<file path="src/rtl/mc_pkg.sv">
package mc_pkg;
  parameter int unsigned N_PT = 5;
  localparam int unsigned PT_IW = $clog2(N_PT);

  typedef logic [PT_IW-1:0] pt_idx_t;

  typedef enum logic [1:0] {XB_ZERO = 2'd0, XB_ONE = 2'd1, XB_TERM = 2'd2} xor_b_e;
  typedef enum logic [2:0] {RK_D = 3'd0, RK_T = 3'd1, RK_JK = 3'd2, RK_SR = 3'd3,
                            RK_LATCH = 3'd4} reg_kind_e;
  typedef enum logic [1:0] {CLR_NONE = 2'd0, CLR_PIN = 2'd1, CLR_TERM = 2'd2,
                            CLR_BOTH = 2'd3} clr_src_e;
  typedef enum logic [2:0] {EN_ON = 3'd0, EN_OFF = 3'd1, EN_PIN1 = 3'd2, EN_PIN2 = 3'd3,
                            EN_TERM = 3'd4} en_src_e;

  typedef struct packed {
    logic [N_PT-1:0] sum_mask;
    xor_b_e          xor_b;
    pt_idx_t         xor_pt;
    logic            d_from_term;
    pt_idx_t         d_pt;
    reg_kind_e       kind;
    pt_idx_t         aux_pt;
    logic            clk_from_term;
    pt_idx_t         clk_pt;
    logic            ce_on;
    pt_idx_t         ce_pt;
    clr_src_e        clr_src;
    pt_idx_t         clr_pt;
    logic            pre_on;
    pt_idx_t         pre_pt;
    logic            out_reg;
    en_src_e         en_src;
    pt_idx_t         en_pt;
    pt_idx_t         fold_pt;
  } cell_cfg_t;

  localparam int unsigned CFG_W = $bits(cell_cfg_t);

  // Index past the last term reads as 0.
  function automatic logic pick(input logic [N_PT-1:0] v, input pt_idx_t idx);
    logic r;
    r = 1'b0;
    for (int i = 0; i < N_PT; i++) begin
      if (idx == pt_idx_t'(i)) r = v[i];
    end
    return r;
  endfunction
endpackage

</file>
<file path="src/rtl/mc_comb.sv">
module mc_comb
  import mc_pkg::*;
(
  input  cell_cfg_t       cfg,
  input  logic [N_PT-1:0] pterm,
  input  logic            cas_in,
  output logic            xo,
  output logic            cas_out,
  output logic            fold,
  output logic            d_in,
  output logic            aux_t,
  output logic            clk_t,
  output logic            ce_t,
  output logic            clr_t,
  output logic            pre_t,
  output logic            en_t
);
  logic [N_PT-1:0] steered;
  logic            sum_all;
  logic            xb;

  for (genvar g = 0; g < N_PT; g++) begin : g_steer
    assign steered[g] = pterm[g] & cfg.sum_mask[g];
  end

  assign sum_all = (|steered) | cas_in;
  assign cas_out = sum_all;

  always_comb begin
    unique case (cfg.xor_b)
      XB_ONE:  xb = 1'b1;
      XB_TERM: xb = pick(pterm, cfg.xor_pt);
      default: xb = 1'b0;
    endcase
  end

  assign xo    = sum_all ^ xb;
  assign fold  = ~pick(pterm, cfg.fold_pt);
  assign d_in  = cfg.d_from_term ? pick(pterm, cfg.d_pt) : xo;
  assign aux_t = pick(pterm, cfg.aux_pt);
  assign clk_t = pick(pterm, cfg.clk_pt);
  assign ce_t  = pick(pterm, cfg.ce_pt);
  assign clr_t = pick(pterm, cfg.clr_pt);
  assign pre_t = pick(pterm, cfg.pre_pt);
  assign en_t  = pick(pterm, cfg.en_pt);
endmodule

</file>
<file path="src/rtl/mc_store.sv">
module mc_store
  import mc_pkg::*;
(
  input  logic      sys_clk,
  input  logic      rst_n,
  input  reg_kind_e kind,
  input  logic      clk_from_term,
  input  logic      gclk,
  input  logic      clk_t,
  input  logic      ce_on,
  input  logic      ce_t,
  input  clr_src_e  clr_src,
  input  logic      gclr_n,
  input  logic      clr_t,
  input  logic      pre_on,
  input  logic      pre_t,
  input  logic      d_in,
  input  logic      aux_t,
  output logic      q
);
  logic ck, ck_prev, ce_ok, upd, clr, pre, nxt;

  assign ck    = clk_from_term ? clk_t : gclk;
  assign ce_ok = clk_from_term | ~ce_on | ce_t;
  assign upd   = ce_ok & ((kind == RK_LATCH) ? ck : (ck & ~ck_prev));

  always_comb begin
    unique case (clr_src)
      CLR_PIN:  clr = ~gclr_n;
      CLR_TERM: clr = clr_t;
      CLR_BOTH: clr = ~gclr_n | clr_t;
      default:  clr = 1'b0;
    endcase
  end
  assign pre = pre_on & pre_t;

  always_comb begin
    unique case (kind)
      RK_T:    nxt = q ^ d_in;
      RK_JK:   nxt = (d_in & ~q) | (~aux_t & q);
      RK_SR:   nxt = ~aux_t & (d_in | q);
      default: nxt = d_in;
    endcase
  end

  always_ff @(posedge sys_clk) begin
    if (!rst_n) begin
      q       <= 1'b0;
      ck_prev <= ck;
    end else begin
      ck_prev <= ck;
      if (clr)      q <= 1'b0;
      else if (pre) q <= 1'b1;
      else if (upd) q <= nxt;
    end
  end


  clear_wins_chk: assert property (@(posedge sys_clk) disable iff (!rst_n)
    clr |=> !q);

  preset_sets_chk: assert property (@(posedge sys_clk) disable iff (!rst_n)
    (pre && !clr) |=> q);

  ce_blocks_chk: assert property (@(posedge sys_clk) disable iff (!rst_n)
    (!clk_from_term && ce_on && !ce_t && !clr && !pre) |=> $stable(q));

  toggle_chk: assert property (@(posedge sys_clk) disable iff (!rst_n)
    (kind == RK_T && upd && d_in && !clr && !pre) |=> (q != $past(q)));
endmodule

</file>
<file path="src/rtl/mc_io.sv">
module mc_io
  import mc_pkg::*;
(
  input  logic    out_reg,
  input  logic    d_from_term,
  input  en_src_e en_src,
  input  logic    q,
  input  logic    xo,
  input  logic    en_t,
  input  logic    oe1_n,
  input  logic    oe2_n,
  output logic    pin_data,
  output logic    pin_oe,
  output logic    fb
);
  assign pin_data = out_reg ? q : xo;
  assign fb       = (out_reg | d_from_term) ? q : xo;

  always_comb begin
    unique case (en_src)
      EN_OFF:  pin_oe = 1'b0;
      EN_PIN1: pin_oe = ~oe1_n;
      EN_PIN2: pin_oe = ~oe2_n;
      EN_TERM: pin_oe = en_t;
      default: pin_oe = 1'b1;
    endcase
  end
endmodule

</file>
<file path="src/rtl/mc_cell.sv">
module mc_cell
  import mc_pkg::*;
(
  input  logic             sys_clk,
  input  logic             rst_n,
  input  logic [CFG_W-1:0] cfg_word,
  input  logic [N_PT-1:0]  pterm,
  input  logic             cas_in,
  input  logic             gclk,
  input  logic             gclr_n,
  input  logic             oe1_n,
  input  logic             oe2_n,
  output logic             pin_data,
  output logic             pin_oe,
  output logic             fb,
  output logic             fold,
  output logic             cas_out
);
  cell_cfg_t cfg_q;
  logic xo, d_in, aux_t, clk_t, ce_t, clr_t, pre_t, en_t, q;

  always_ff @(posedge sys_clk) begin
    if (!rst_n) cfg_q <= cell_cfg_t'(cfg_word);
  end

  mc_comb u_comb (
    .cfg(cfg_q), .pterm(pterm), .cas_in(cas_in), .xo(xo), .cas_out(cas_out),
    .fold(fold), .d_in(d_in), .aux_t(aux_t), .clk_t(clk_t), .ce_t(ce_t),
    .clr_t(clr_t), .pre_t(pre_t), .en_t(en_t)
  );

  mc_store u_store (
    .sys_clk(sys_clk), .rst_n(rst_n), .kind(cfg_q.kind),
    .clk_from_term(cfg_q.clk_from_term), .gclk(gclk), .clk_t(clk_t),
    .ce_on(cfg_q.ce_on), .ce_t(ce_t), .clr_src(cfg_q.clr_src), .gclr_n(gclr_n),
    .clr_t(clr_t), .pre_on(cfg_q.pre_on), .pre_t(pre_t), .d_in(d_in),
    .aux_t(aux_t), .q(q)
  );

  mc_io u_io (
    .out_reg(cfg_q.out_reg), .d_from_term(cfg_q.d_from_term), .en_src(cfg_q.en_src),
    .q(q), .xo(xo), .en_t(en_t), .oe1_n(oe1_n), .oe2_n(oe2_n),
    .pin_data(pin_data), .pin_oe(pin_oe), .fb(fb)
  );


  cas_pass_chk: assert property (@(posedge sys_clk) disable iff (!rst_n)
    cas_in |-> cas_out);

  oe_off_chk: assert property (@(posedge sys_clk) disable iff (!rst_n)
    (cfg_q.en_src == EN_OFF) |-> !pin_oe);

  cfg_hold_chk: assert property (@(posedge sys_clk) disable iff (!rst_n)
    $past(rst_n) |-> $stable(cfg_q));
endmodule

</file>
<file path="config.mk">
export PLATFORM = sky130hd
export DESIGN_NAME = mc_cell
export DESIGN_NICKNAME = d
export VERILOG_FILES = /design/src/rtl/mc_pkg.sv /design/src/rtl/mc_comb.sv /design/src/rtl/mc_store.sv /design/src/rtl/mc_io.sv /design/src/rtl/mc_cell.sv
export SDC_FILE = /design/constraint.sdc
export NUM_CORES = 1
export LEC_CHECK = 0
export BUFFER_PORTS_ARGS = -buffer_cell sky130_fd_sc_hd__buf_2
export CAP_MARGIN = 20
export CORE_UTILIZATION = 51
export CTS_BUF_LIST = sky130_fd_sc_hd__clkbuf_16
export DETAILED_ROUTE_END_ITERATION = 7
export PLACE_DENSITY = 0.79
export SLEW_MARGIN = 20
export SYNTH_ARGS = -nofsm -noshare
export SYNTH_HDL_FRONTEND = slang
export SYNTH_SLANG_ARGS = --single-unit
</file>
<file path="constraint.sdc">
create_clock -name sys_clk -period 2.1 [get_ports sys_clk]
set_input_delay 0.42 -clock sys_clk [delete_from_list [all_inputs] [get_ports sys_clk]]
set_output_delay 0.42 -clock sys_clk [all_outputs]
set_load 0.03 [all_outputs]
</file>
# Word-level counts from Yosys, hierarchy flattened
# Cells that the tools add are included.
dict set report totals {
  rom_bits 0
  ff_bits 49
  mem_bits_rw 0
  wordCells 167
  latchBits 0
  output_inout_bits 5
  input_bits 59
  mem_count 0
}
dict set report op_classes {
  reduce_logical 12
  eq_ne 49
  shifts 0
  order_cmp 0
  n_mux 56
  n_bitwise 29
  div 0
  addsub 0
  n_mul 0
}
# op n
set ops {}
lappend ops {{$eq 3x2->1 const B} 22}
lappend ops {{$mux 1} 52}
lappend ops {{$eq 3x1->1 const B} 11}
lappend ops {{$eq 3x3->1 const B} 11}
lappend ops {{$logic_not 3->1} 9}
lappend ops {{$and 1x1->1} 11}
lappend ops {{$not 1->1} 9}
lappend ops {{$or 1x1->1} 7}
lappend ops {{$eq 2x2->1 const B} 3}
lappend ops {{$pmux 1 s3} 2}
lappend ops {{$reduce_or 5->1} 1}
lappend ops {{$eq 2x1->1 const B} 2}
lappend ops {{$pmux 1 s4} 1}
lappend ops {{$pmux 1 s2} 1}
lappend ops {{$reduce_bool 2->1} 1}
lappend ops {{$reduce_or 2->1} 1}
lappend ops {{$xor 1x1->1} 2}

# Logic depth before layout (Yosys ltp)
# Gate-level depths: netlist of the first run.
dict set report logic_depth {
  depth_word 14
  ltp_mapped 8
  mapped_depth_nobuf 8
}

# Modules after synthesis
# From an unflattened synthesis of the first run, not the netlist that was laid out.
dict set report unflattened {
  cells_unflattened 147
  hier_area_um2 2232.1
}
# mod area_each_um2 cells_per_inst seq_area_each_um2 instances
set by_module_without_submodules {}
lappend by_module_without_submodules {mc_cell 1415.1 48 1411.4 1}
lappend by_module_without_submodules {mc_comb 575.6 66 0.0 1}
lappend by_module_without_submodules {mc_store 177.7 25 40.0 1}
lappend by_module_without_submodules {mc_io 63.8 8 0.0 1}

# Least setup slack after synthesis of the first run
# Ideal clock, no wire load.
dict set report synth_path {
  path_kind {in2out}
  startpoint {input pterm[2]}
  endpoint {output fb}
  t_required_ns 1.680
  stages 5
  slack_ns -0.427
  t_arrival_ns 2.107
  path_buffers 1
  path_cell_list {buf_2 a22oi_1 nand3_1 xor2_1 o31ai_1}
}
dict set report synth_via {
  word_cells_on_any_way 9
  cone_classes {mux: 5; bitwise: 3; reduce/logical: 1}
}
# item line
set synth_lines {}
lappend synth_lines {{start: declaration} mc_cell.sv:7} ;# input logic [N_PT-1:0] pterm,
lappend synth_lines {{$and 1x1->1} mc_comb.sv:23} ;# assign steered[g] = pterm[g] & cfg.sum_mask[g];
lappend synth_lines {{$reduce_or 5->1} mc_comb.sv:26} ;# assign sum_all = (|steered) | cas_in;
lappend synth_lines {{$or 1x1->1} mc_comb.sv:26}
lappend synth_lines {{net cas_out} mc_cell.sv:17} ;# output logic cas_out
lappend synth_lines {{$xor 1x1->1} mc_comb.sv:37} ;# assign xo = sum_all ^ xb;
lappend synth_lines {{$mux 1} mc_io.sv:17} ;# assign fb = (out_reg | d_from_term) ? q : xo;
lappend synth_lines {{end: declaration} mc_cell.sv:15} ;# output logic fb,
# The timed path passes the listed nets, and every way through them passes these cells.

# Worst setup path in the final report of the first run
dict set report layout_path {
  startpoint {register cfg_q[38] (netlist name)}
  endpoint {output pin_data}
}
dict set report layout_via {
  elab_chain_cells 9
  word_cells_on_any_way 13
  cone_classes {eq/ne: 4; mux: 7; bitwise: 1; reduce/logical: 1}
}
# item line
set layout_rtl {}
lappend layout_rtl {{start: declaration} mc_cell.sv:19} ;# cell_cfg_t cfg_q;
lappend layout_rtl {{start signal: assignment} mc_cell.sv:23} ;# if (!rst_n) cfg_q <= cell_cfg_t'(cfg_word);
lappend layout_rtl {{$logic_not 3->1} mc_pkg.sv:44} ;# if (idx == pt_idx_t'(i)) r = v[i];
lappend layout_rtl {{$mux 1 (4 in series)} mc_pkg.sv:44}
lappend layout_rtl {{$mux 1 *} mc_pkg.sv:44}
lappend layout_rtl {{$pmux 1 s2 *} mc_comb.sv:30} ;# unique case (cfg.xor_b)
lappend layout_rtl {{$xor 1x1->1 *} mc_comb.sv:37}
lappend layout_rtl {{$mux 1 *} mc_io.sv:16} ;# assign pin_data = out_reg ? q : xo;
lappend layout_rtl {{end: declaration} mc_cell.sv:13} ;# output logic pin_data,
# Every way passes the cells marked *; elsewhere a longest branch is shown, timed or not.

==> results of run 1 <==
[cell usage after synthesis (all sizes together) (3+ instances only)]
cell type  number
edfxtp         47
nor2           12
mux2i          11
o21ai           8
nand2           7
buf             5
mux4            5
inv             4
a21oi           3
nand3           3
nand3b          3
nor3b           3
[cells in the final DEF, fill, tap and decap left out, types with 2 or more instances in the layout]
| cell type | count |
|---|---|
| sky130_fd_sc_hd__buf_2 | 59 |
| sky130_fd_sc_hd__edfxtp_1 | 47 |
| sky130_fd_sc_hd__buf_4 | 14 |
| sky130_fd_sc_hd__nor2_1 | 11 |
| sky130_fd_sc_hd__mux2i_1 | 11 |
| sky130_fd_sc_hd__nand2_1 | 7 |
| sky130_fd_sc_hd__o21ai_0 | 5 |
| sky130_fd_sc_hd__clkbuf_16 | 5 |
| sky130_fd_sc_hd__mux4_2 | 3 |
| sky130_fd_sc_hd__a21oi_1 | 3 |
| sky130_fd_sc_hd__nand3b_1 | 3 |
| sky130_fd_sc_hd__buf_6 | 3 |
| sky130_fd_sc_hd__inv_1 | 2 |
| sky130_fd_sc_hd__nand3_1 | 2 |
| sky130_fd_sc_hd__o21ai_2 | 2 |
| sky130_fd_sc_hd__mux4_1 | 2 |
| sky130_fd_sc_hd__nand4bb_1 | 2 |
| sky130_fd_sc_hd__a22oi_1 | 2 |
| sky130_fd_sc_hd__nor2b_1 | 2 |
| sky130_fd_sc_hd__clkinv_1 | 2 |
| sky130_fd_sc_hd__nand2b_1 | 2 |
| sky130_fd_sc_hd__o22ai_1 | 2 |
| sky130_fd_sc_hd__nor3b_1 | 2 |
| sky130_fd_sc_hd__nand4_1 | 2 |
| sky130_fd_sc_hd__dfxtp_1 | 2 |
[per-layer routing]
metal  track usage (%)  share of wire, %  wire, um
met1              24.7                41      1820
met5                 0                 0         0
met3              6.08               5.3       238
met4              11.7               3.1       137
met2              35.1                51      2280
[power groups by stage]
stage / combinational [mW] / clock [mW] / sequential [mW]
2_1_floorplan: 0.180 / 0 / 1.22
3_3_place_gp: 0.277 / 0 / 1.23
3_5_place_dp: 0.288 / 0 / 1.24
4_1_cts: 0.312 / 0.799 / 1.22
5_1_grt: 0.345 / 0.840 / 1.23
6_report: 0.320 / 0.790 / 1.22
[worst paths after layout]
path                                   to   startpoint
worst max-delay path             pin_data    cfg_q[38]
worst min-delay path             cfg_q[1]  cfg_word[1]
worst max register to register  u_store.q    cfg_q[38]
worst min register to register  u_store.q    cfg_q[17]
[cell type report]
| type | instances | area [um^2] |
|---|---|---|
| Clock buffer | 5 | 125 |
| Clock inverter | 3 | 21.3 |
| Fill cell | 289 | 1190 |
| Inverter | 4 | 15.0 |
| Multi-Input combinational cell | 83 | 728 |
| Sequential cell | 49 | 1450 |
| Tap cell | 50 | 62.6 |
| Timing Repair Buffer | 76 | 434 |
[through the flow]
step                power, mW  area (um^2)  std cells  worst slack (ps)  utilization, %
global route             2.41         2840        270              -332            70.4
detailed placement       1.52         2630        262             -49.9            65.2
CTS                      2.33         2810        270              -231            69.7
floorplan                1.40         2190        141             0.323               -
finish                   2.33         2840        270              -253            70.4
global placement         1.51         2630        262             -10.5            65.2
[flip-flops by register name, summed over array words and instances (netlist names)]
register / flops
cfg_q: 47
u_store.ck_prev: 1
u_store.q: 1
[cells by family (layout without fill, tap and decap cells)]
family / after synthesis / in the layout / share of synthesized area (%)
mux: 16 / 16 / 11.0
buf+inv: 9 / 88 / 2.42
compound gates: 24 / 24 / 7.91
simple gates: 40 / 40 / 10.2
xor+xnor: 1 / 1 / 0.404
fa+ha+maj: 2 / 2 / 1.15
flops: 49 / 49 / 66.9
[worst reg2reg max path: stages (launching register included)]
cell and delay, ps:
sky130_fd_sc_hd__edfxtp_1 430, sky130_fd_sc_hd__mux2i_1 240, sky130_fd_sc_hd__nor3_1 100, sky130_fd_sc_hd__o41ai_4 330, sky130_fd_sc_hd__xor2_2 310, sky130_fd_sc_hd__buf_4 170
sky130_fd_sc_hd__mux2i_1 220, sky130_fd_sc_hd__o2bb2ai_1 130
[timing repair]
item	CTS	global route
buffers inserted	0	1
gates cloned	0	0
resized for setup	14	5
pin swaps	4	4
setup endpoints to repair	4	4
==> impl_results.rst, run 1 <==
.. list-table::
   :header-rows: 1

   * - Metric
     - Value
   * - Buffers & Inverters on Critical Path
     - 1
   * - Final count of negative-setup-slack endpoints
     - 3
   * - Unrepaired setup endpoints after global routing
     - true
   * - H-tree levels
     - 2
   * - Worst min-delay path class
     - in -> reg
   * - Slew Limit Headroom
     - 73.3%
   * - Clock-pin slew of the registers on the worst-case setup and hold paths
     - 60 ps
   * - Ratio of final minimum period to clock period
     - 112%
   * - Part of the total power dissipated in the clock network
     - 33.9%
   * - Antenna fix cells
     - 0
   * - Final total negative setup slack
     - -558 ps
   * - Clock Skew
     - 3.29 ps
   * - Max-capacitance violation count
     - 0
   * - Worst-path maximum fanout
     - 3
   * - Initial DRT Pass Iterations
     - 4
   * - Worst EP required
     - 1680 ps
   * - Die X-Extent
     - 67.2 um
   * - Maximum number of buffers from clock root to sink
     - 2
   * - Result of the run
     - finished with violations
   * - Cell chain of the critical path
     - mux2i_1, nor3_1, o41ai_4, xor2_2, o21ai_2, buf_6
   * - Initial cell density of the core
     - 53.8%
   * - CP max stage delay
     - 430 ps
   * - Critical path launch point type
     - flip-flop
   * - Detailed-route via count
     - 1520
   * - Relative contribution of sequential cells to total power
     - 52.4%
   * - Violations in the final reports
     - negative setup slack
   * - GR Util All Layers
     - a little over a fifth
   * - Net count after synthesis
     - ~200
   * - Data arrival, critical path
     - 1930 ps
   * - Area of the mapped netlist
     - 2170 um^2
   * - R2R Setup Slk
     - 100 ps
   * - GRT overflow
     - 0
   * - Worst Path Class, Setup
     - reg -> out
   * - Placeable Area
     - roughly 4000 um^2
   * - Number of flip-flops and latches in the synthesized netlist
     - 49
   * - Min-Delay Path Depth
     - 1
   * - Pin count of the biggest net entering global routing
     - 34
   * - Synth-to-layout area growth
     - 30.9%
   * - Slew at the pin with the worst max-slew slack
     - roughly 400 ps
   * - Cell count after synthesis
     - 141
   * - Critical path depth
     - 6
   * - YS warnings
     - 0
   * - Minimum period implied by the final worst setup slack
     - 2350 ps
   * - Port Buf Inserts
     - 63
   * - Leading register cell type out of synthesis
     - sky130_fd_sc_hd__edfxtp_1
   * - Number of design-rule violations left by the first detailed-router iteration
     - 103
   * - Number of hold buffers added after cts
     - 0
   * - Sinks on the clock net
     - slightly below 50
   * - Via count of the first global-routing pass
     - 1456
   * - Share of final-layout standard cells stronger than drive strength 1
     - 45.0%
   * - Post-detailed-route wirelength per cell
     - about 17 um
   * - Clock buffers created by TritonCTS
     - 5
   * - TritonCTS clock tree
     - yes
   * - Count of flip-flops with a built-in enable after synthesis
     - 47
   * - Worst hold margin
     - 303 ps
   * - Count of pins over their slew limit
     - 0
   * - Remaining number of nets flagged by the antenna check after routing
     - 0
   * - Antenna violations before repair
     - 0
   * - Cell taking the most area after synthesis
     - sky130_fd_sc_hd__edfxtp_1
   * - Comb pwr share
     - approximately 14%
   * - Reported leakage power
     - 1.15 nW
   * - Rows
     - 23
   * - Area share of the leading cell type in the synthesized netlist
     - between 60 and 70%
   * - Number of distinct library cells after synthesis
     - 37
   * - First-pass GRT wire length
     - 6630 um
   * - Net switching power
     - ~0.56 mW
   * - Kind of end point of the critical path
     - output port
   * - Final GP Congestion
     - 0.807
   * - Clock latency of the later-clocked register in the worst-skew pair
     - 290 ps
   * - Proportion of synthesized flip-flops having asynchronous set or reset
     - 0%
   * - CP top delay family
     - compound AO/OA/AOI/OAI gates
   * - Vertical die dimension
     - 67.2 um
   * - Sequential element share of the synthesized area
     - 66.9%
   * - Int Pwr
     - 1.77 mW
   * - Die Footprint
     - 4520 um^2
   * - DPL Wire Length
     - 3230 um
   * - Most area-consuming cells after synthesis
     - sky130_fd_sc_hd__edfxtp_1 (65%), sky130_fd_sc_hd__mux2i_1 (5.1%), sky130_fd_sc_hd__mux4_1 (4.8%)
   * - Maximum resistive drop on vdd
     - 0.000701 V
   * - Final-report hold violation count
     - 0
   * - Setup slack after layout
     - -253 ps
   * - Clk Tree Root Cell
     - sky130_fd_sc_hd__clkbuf_16
   * - Total detailed-routing wirelength
     - between 4000 and 5000 um
   * - FMAX
     - 425 MHz
   * - Routed via count divided by cell count
     - 5.63
   * - Power Density
     - 821 nW/um^2
   * - Switching power as a share of total power
     - 23.9%
   * - Reg2reg path depth
     - 7
   * - I/O pin count
     - 64
   * - Remaining routing DRC violations
     - 0
   * - Nets
     - 280
   * - Critical Path Slowest Stage Cell
     - sky130_fd_sc_hd__edfxtp_1
   * - Mean instance size in the synthesized netlist
     - 15.4 um^2
Power figures use the tool's default switching activity.
==> inputs of run 2 (changes only) <==
==> constraint.sdc (replaced) <==
create_clock -name sys_clk -period 2.1 [get_ports sys_clk]
set_input_delay 0.21 -clock sys_clk [delete_from_list [all_inputs] [get_ports sys_clk]]
set_output_delay 0.21 -clock sys_clk [all_outputs]
set_load 0.03 [all_outputs]
==> run 2 against run 1 <==
The flow still finishes with violations (negative setup slack). Final cell count is 3.0% lower. Largest power group unchanged. Clock-buffer cell count stayed put. Critical endpoint is now fb. Power is 3.3% lower. Clock skew hardly changed. Global-route usage is 0.86 points higher. First-iteration DRC count is 11% lower. Worst setup slack better by 210 ps. Die area stayed put. Worst hold slack worse by 200 ps.
==> impl_results.rst, run 2 (same netlist as run 1, synthesis figures left out) <==
.. list-table::
   :header-rows: 1

   * - Metric
     - Value
   * - Result of the run
     - finished with violations (unchanged)
   * - Violations in the final reports
     - negative setup slack (unchanged)
   * - Number of design-rule violations left by the first detailed-router iteration
     - 92 (was 103)
   * - # fillers
     - 316 (was 289)
   * - Met2 layer wire length in the routed design
     - 2460 um (was 2280 um)
   * - Kind of end point of the critical path
     - output port (unchanged)
   * - TritonCTS clock tree
     - yes (unchanged)
   * - Worst-path maximum fanout
     - 3 (unchanged)
   * - Clock-pin slew of the registers on the worst-case setup and hold paths
     - 60 ps (about the same)
   * - Highest routed metal layer
     - met4 (unchanged)
   * - Die X-Extent
     - 67.2 um (unchanged)
   * - Nets
     - 272 (was 280)
   * - Remaining routing DRC violations
     - 0 (unchanged)
   * - Port Buf Inserts
     - 63 (unchanged)
   * - Count of pins over their slew limit
     - 0 (unchanged)
   * - Most common cell after layout, fill and taps aside
     - sky130_fd_sc_hd__buf_2 (unchanged)
   * - GRT overflow
     - 0 (unchanged)
   * - Critical Path Slowest Stage Cell
     - sky130_fd_sc_hd__edfxtp_1 (unchanged)
   * - Rows
     - 23 (unchanged)
   * - Share of final-layout standard cells stronger than drive strength 1
     - 39.2% (was 45.0%)
   * - CP max stage delay
     - 460 ps (was 430 ps)
   * - FMAX
     - 468 MHz (was 425 MHz)
   * - Min-Delay Path Depth
     - 1 (unchanged)
   * - Maximum number of buffers from clock root to sink
     - 2 (unchanged)
   * - GR Util All Layers
     - 22.1% (was 21.2%)
   * - Final GP Congestion
     - 0.720 (was 0.807)
   * - Slew at the pin with the worst max-slew slack
     - 404 ps (was 400 ps)
   * - I/O pin count
     - 64 (unchanged)
   * - Clock buffers created by TritonCTS
     - 5 (unchanged)
   * - Hold Path Origin
     - cfg_word[26] (was cfg_word[1])
   * - Via count of the first global-routing pass
     - 1521 (was 1456)
   * - Power Density
     - 830 nW/um^2 (was 821 nW/um^2)
   * - Setup slack after layout
     - -38.9 ps (was -253 ps)
   * - Max FFs per register
     - 47 (unchanged)
   * - Worst Path Class, Setup
     - reg -> out (unchanged)
   * - Vertical die dimension
     - 67.2 um (unchanged)
   * - Ratio of final minimum period to clock period
     - 102% (was 112%)
   * - Clk Tree Root Cell
     - sky130_fd_sc_hd__clkbuf_16 (unchanged)
   * - Placeable Area
     - 4030 um^2 (unchanged)
   * - Total Power
     - 2.25 mW (was 2.33 mW)
   * - Reg2reg path depth
     - 8 (was 7)
   * - Clock latency of the later-clocked register in the worst-skew pair
     - 280 ps (was 290 ps)
   * - Sinks on the clock net
     - 49 (unchanged)
   * - Reported leakage power
     - 1.10 nW (was 1.15 nW)
   * - Leading registers by flop count
     - cfg_q: 47 flops, u_store.ck_prev: 1 flops, u_store.q: 1 flops (unchanged)
   * - Worst EP required
     - 1890 ps (was 1680 ps)
   * - Max-capacitance violation count
     - 0 (unchanged)
   * - Post-detailed-route wirelength per cell
     - 17.0 um (was 16.6 um)
   * - Commonest cells after routing, fill and taps aside
     - sky130_fd_sc_hd__buf_2 (60), sky130_fd_sc_hd__edfxtp_1 (47), sky130_fd_sc_hd__nor2_1 (12) (was sky130_fd_sc_hd__buf_2 (59), sky130_fd_sc_hd__edfxtp_1 (47), sky130_fd_sc_hd__buf_4 (14))
   * - Final count of negative-setup-slack endpoints
     - 1 (was 3)
   * - Cell mode on critical path
     - sky130_fd_sc_hd__buf_4
   * - Worst hold margin
     - 101 ps (was 303 ps)
   * - Clock Skew
     - 3.70 ps (was 3.29 ps)
   * - R2R Setup Slk
     - 250 ps (was 100 ps)
   * - Worst min-delay path class
     - in -> reg (unchanged)
   * - H-tree levels
     - 2 (unchanged)
   * - Initial cell density of the core
     - 53.8% (unchanged)
   * - Remaining number of nets flagged by the antenna check after routing
     - 0 (unchanged)
   * - Register with the highest flop count
     - cfg_q (unchanged)
   * - Minimum period implied by the final worst setup slack
     - 2140 ps (was 2350 ps)
   * - DPL Wire Length
     - 3260 um (was 3230 um)
   * - Met1 routed wirelength after detailed routing
     - 1670 um (was 1820 um)
   * - Slew Limit Headroom
     - 73.1% (was 73.3%)
   * - Initial DRT Pass Iterations
     - 5 (was 4)
   * - Detailed-route via count
     - 1461 (was 1520)
   * - R2R Path End
     - u_store.q (unchanged)
   * - First-pass GRT wire length
     - 6940 um (was 6630 um)
   * - Reg-to-Reg Start
     - cfg_q[38] (unchanged)
   * - Routed via count divided by cell count
     - 5.58 (was 5.63)
   * - Antenna fix cells
     - 0 (unchanged)
   * - Unrepaired setup endpoints after global routing
     - true (unchanged)
   * - Met3 layer wire length in the routed design
     - 263 um (was 238 um)
   * - Critical path launch point type
     - flip-flop (unchanged)
   * - Synth-to-layout area growth
     - 25.0% (was 30.9%)
   * - Die Footprint
     - 4520 um^2 (unchanged)
   * - Total detailed-routing wirelength
     - 4470 um (was 4480 um)
   * - WHS Endpoint
     - cfg_q[26] (was cfg_q[1])
   * - Maximum resistive drop on vdd
     - 0.000583 V (was 0.000701 V)
   * - Data arrival, critical path
     - 1930 ps (about the same)
   * - Number of hold buffers added after cts
     - 0 (unchanged)
   * - Cell chain of the critical path
     - mux2i_1, nor3_1, o41ai_2, xor2_1, buf_4, o31ai_2, buf_4 (was mux2i_1, nor3_1, o41ai_4, xor2_2, o21ai_2, buf_6)
   * - Pin count of the biggest net entering global routing
     - 33 (was 34)
   * - Final-report hold violation count
     - 0 (unchanged)
   * - Antenna violations before repair
     - 0 (unchanged)
## run 2: repair_timing
action	in CTS	in global routing
resized for setup	7	2
setup buffers	2	0
setup endpoints to repair	3	3
pin swaps	4	2
hold endpoints to repair	0	0
## run 2: area by class of cell
| class | count | area, um^2 | share of cell area (%) |
|---|---|---|---|
| clock inverter | 3 | 13.8 | 0.508 |
| inverter | 4 | 15.0 | 0.554 |
| timing repair buffer | 68 | 364 | 13.4 |
| sequential | 49 | 1450 | 53.5 |
| clock buffer | 5 | 125 | 4.61 |
| multi-input combinational | 83 | 679 | 25.1 |
| tap | 50 | 62.6 | 2.31 |
## run 2: worst max-delay path by stage
stage / startpoint / end / slack, ps / depth (start not counted)
after floorplan: cfg_q[44] / pin_data / 50 / 4
after global placement: cfg_q[40] / pin_data / 250 / 5
after detailed placement: cfg_q[40] / pin_data / 200 / 5
after CTS: cfg_q[38] / fb / -40 / 7
after global routing: cfg_q[38] / fb / -130 / 7
final: cfg_q[38] / fb / -40 / 7
## run 2: power breakdown
group | switching (mW) | total (mW) | internal [mW]
clock | 0.313 | 0.745 | 0.432
sequential | 0.0543 | 1.22 | 1.16
combinational | 0.144 | 0.290 | 0.146
## run 2: stage by stage
stage	worst slack, ps	util, %	std cells	cell area (um^2)	setup TNS, ps
finish	-38.9	67.3	262	2710	-38.9
global route	-128	67.3	262	2710	-204
CTS	-42.8	67.1	262	2710	-60.7
detailed placement	204	63.0	252	2540	0
global placement	252	63.0	252	2540	0
floorplan	46.9	-	141	2170	0
## run 2: per-layer routing
layer  up-vias  track usage [%]
li1        696                -
met1       704             23.2
met2        51             41.6
met3        10             6.59
met4         0             6.91
met5         -                0
## run 2: critical path: cells and delay by family (launching register included)
kind / cells / cell delay (ps)
flip-flops: 1 / 460
AO/OA/AOI/OAI: 2 / 470
buffers and inverters: 2 / 350
XOR/XNOR: 1 / 110
multiplexers: 1 / 190
AND/OR/NAND/NOR: 1 / 70
==> inputs of run 3 (changes only) <==
- PLACE_DENSITY: 0.79 -> not set
- PLACE_DENSITY_LB_ADDON: not set -> 0.25
==> run 3 against run 2 <==
The flow still finishes with violations (negative setup slack). Combinational power about the same. Core utilization up 0.53 points. Non-clock buffer count unchanged. Register-to-register slack worse by 140 ps. Critical endpoint unchanged. Highest routed layer unchanged.
==> impl_results.rst, run 3 (same netlist as run 1, synthesis figures left out) <==
.. list-table::
   :header-rows: 1

   * - Metric
     - Value
   * - Result of the run
     - finished with violations (unchanged)
   * - Violations in the final reports
     - negative setup slack (unchanged)
   * - Slew Limit Headroom
     - 72.7% (was 73.1%)
   * - FMAX
     - 442 MHz (was 468 MHz)
   * - TritonCTS clock tree
     - yes (unchanged)
   * - Met3 track demand over resource in global routing
     - 7.77% (was 6.59%)
   * - Remaining number of nets flagged by the antenna check after routing
     - 0 (unchanged)
   * - Remaining routing DRC violations
     - 0 (unchanged)
   * - Worst Path Class, Setup
     - reg -> out (unchanged)
   * - Critical path launch point type
     - flip-flop (unchanged)
   * - H-tree levels
     - 2 (unchanged)
   * - Worst min-delay path class
     - in -> reg (unchanged)
   * - Most common cell after layout, fill and taps aside
     - sky130_fd_sc_hd__buf_2 (unchanged)
   * - Source of the critical timing path
     - cfg_q[38] (unchanged)
   * - Die Footprint
     - 4520 um^2 (unchanged)
   * - Max-capacitance violation count
     - 0 (unchanged)
   * - Met1 routing resource usage after global routing
     - 23.2% (about the same)
   * - Top Usage Layer GRT
     - met2 (unchanged)
   * - Number of hold buffers added after cts
     - 0 (unchanged)
   * - DPL Wire Length
     - 3240 um (was 3260 um)
   * - # fillers
     - 295 (was 316)
   * - Pin count of the biggest net entering global routing
     - 31 (was 33)
   * - Sinks on the clock net
     - 49 (unchanged)
   * - R2R Setup Slk
     - 110 ps (was 250 ps)
   * - Total detailed-routing wirelength
     - 4540 um (was 4470 um)
   * - Share of the core filled with cells in the final layout
     - 67.8% (was 67.3%)
   * - Via count of the first global-routing pass
     - 1516 (was 1521)
   * - Post-detailed-route wirelength per cell
     - 17.3 um (was 17.0 um)
   * - First-pass GRT wire length
     - 6840 um (was 6940 um)
   * - Total placed instance area
     - 2540 um^2 (unchanged)
   * - Initial DRT Pass Iterations
     - 4 (was 5)
   * - Area taken by multi-input logic gates
     - 694 um^2 (was 679 um^2)
   * - Commonest cells after routing, fill and taps aside
     - sky130_fd_sc_hd__buf_2 (60), sky130_fd_sc_hd__edfxtp_1 (47), sky130_fd_sc_hd__nor2_1 (12) (unchanged)
   * - Final instance area
     - 2730 um^2 (was 2710 um^2)
   * - Share of final-layout standard cells stronger than drive strength 1
     - 41.0% (was 39.2%)
   * - Die X-Extent
     - 67.2 um (unchanged)
   * - Setup slack after layout
     - -163 ps (was -38.9 ps)
   * - WHS Endpoint
     - cfg_q[42] (was cfg_q[26])
   * - Maximum resistive drop on vdd
     - 0.000629 V (was 0.000583 V)
   * - Clk Tree Root Cell
     - sky130_fd_sc_hd__clkbuf_16 (unchanged)
   * - Unrepaired setup endpoints after global routing
     - true (unchanged)
   * - Clock latency of the later-clocked register in the worst-skew pair
     - 290 ps (was 280 ps)
   * - Nets
     - 272 (unchanged)
   * - Final GP Congestion
     - 0.811 (was 0.720)
   * - Final count of negative-setup-slack endpoints
     - 2 (was 1)
   * - Reported leakage power
     - 1.10 nW (about the same)
   * - Met2 Track Usage GR
     - 40.4% (was 41.6%)
   * - Leading registers by flop count
     - cfg_q: 47 flops, u_store.ck_prev: 1 flops, u_store.q: 1 flops (unchanged)
   * - Antenna fix cells
     - 0 (unchanged)
   * - Worst-path maximum fanout
     - 3 (unchanged)
   * - Register with the highest flop count
     - cfg_q (unchanged)
   * - Power Density
     - 838 nW/um^2 (was 830 nW/um^2)
   * - GRT overflow
     - 0 (unchanged)
   * - Max FFs per register
     - 47 (unchanged)
   * - Clock-pin slew of the registers on the worst-case setup and hold paths
     - 70 ps (was 60 ps)
   * - Synth-to-layout area growth
     - 26.0% (was 25.0%)
   * - Number of design-rule violations left by the first detailed-router iteration
     - 67 (was 92)
   * - Data arrival, critical path
     - 2050 ps (was 1930 ps)
   * - Maximum number of buffers from clock root to sink
     - 2 (unchanged)
   * - R2R Path End
     - u_store.q (unchanged)
   * - Pre-CTS setup slack
     - 156 ps (was 204 ps)
   * - Slew at the pin with the worst max-slew slack
     - 404 ps (about the same)
   * - Final Instance Count excl. Fillers
     - 262 (unchanged)
   * - Ratio of final minimum period to clock period
     - 108% (was 102%)
   * - Count of pins over their slew limit
     - 0 (unchanged)
   * - Initial cell density of the core
     - 53.8% (unchanged)
   * - Placeable Area
     - 4030 um^2 (unchanged)
   * - I/O pin count
     - 64 (unchanged)
   * - Final total negative setup slack
     - -292 ps (was -38.9 ps)
   * - Cell Count Post-Placement
     - 252 (unchanged)
   * - Worst EP required
     - 1890 ps (about the same)
   * - Worst hold margin
     - 88.0 ps (was 101 ps)
   * - Reg2reg path depth
     - 8 (unchanged)
   * - Min-Delay Path Depth
     - 1 (unchanged)
   * - Final-report hold violation count
     - 0 (unchanged)
   * - Clock buffers created by TritonCTS
     - 5 (unchanged)
   * - Total Power
     - 2.29 mW (was 2.25 mW)
   * - Area used by sequential logic in the layout
     - 1450 um^2 (unchanged)
   * - GR Util All Layers
     - 22.3% (was 22.1%)
   * - Vertical die dimension
     - 67.2 um (unchanged)
   * - Rows
     - 23 (unchanged)
   * - Port Buf Inserts
     - 63 (unchanged)
   * - Antenna violations before repair
     - 0 (unchanged)
   * - Hold Path Origin
     - cfg_word[42] (was cfg_word[26])
   * - Clock Skew
     - 3.35 ps (was 3.70 ps)
   * - Routed via count divided by cell count
     - 5.63 (was 5.58)
   * - Detailed-route via count
     - 1476 (was 1461)
   * - Minimum period implied by the final worst setup slack
     - 2260 ps (was 2140 ps)
   * - Kind of end point of the critical path
     - output port (unchanged)
   * - Reg-to-Reg Start
     - cfg_q[38] (unchanged)
[run 3: cell types whose count changed in the layout (fill, tap and decap cells not counted), sizes merged]
cell and delta:
clkinv -1, clkinvlp +1
[run 3: repair_timing]
action	CTS	global route
pin swaps	2	3
setup endpoints to repair	2	3
gates resized for setup	3	11
buffers inserted	2	0
[run 3: worst max path at each step]
stage	endpoint	cells after the start
global route	fb	7
global placement	pin_data	5
floorplan	pin_data	4
finish	fb	7
CTS	fb	6
detailed placement	pin_data	6
[run 3: area by class of cell]
type / instances / area share [%]
clock inverters: 3 / 0.733
clock buffers: 5 / 4.58
repair buffers: 68 / 13.3
well taps: 50 / 2.29
multi-input cells: 83 / 25.4
flip-flops and latches: 49 / 53.1
inverters: 4 / 0.549
[run 3: worst max-delay path, stage by stage (launching register included)]
cell and delay, ps:
sky130_fd_sc_hd__edfxtp_1 410, sky130_fd_sc_hd__buf_4 160, sky130_fd_sc_hd__mux2i_2 210, sky130_fd_sc_hd__nor3_2 80
sky130_fd_sc_hd__o41ai_2 340, sky130_fd_sc_hd__xor2_2 180, sky130_fd_sc_hd__o31ai_2 200, sky130_fd_sc_hd__buf_4 190
[run 3: power breakdown]
group | internal (mW) | leakage [nW] | switching (mW)
registers | 1.16 | 0.477 | 0.0520
logic | 0.146 | 0.552 | 0.147
clock network | 0.439 | 0.0712 | 0.344
[run 3: routing by layer]
layer	part of all wire [%]	vias up
li1	-	698
met1	38	716
met2	53	54
met3	6.5	8
met4	2.0	0
met5	0	-
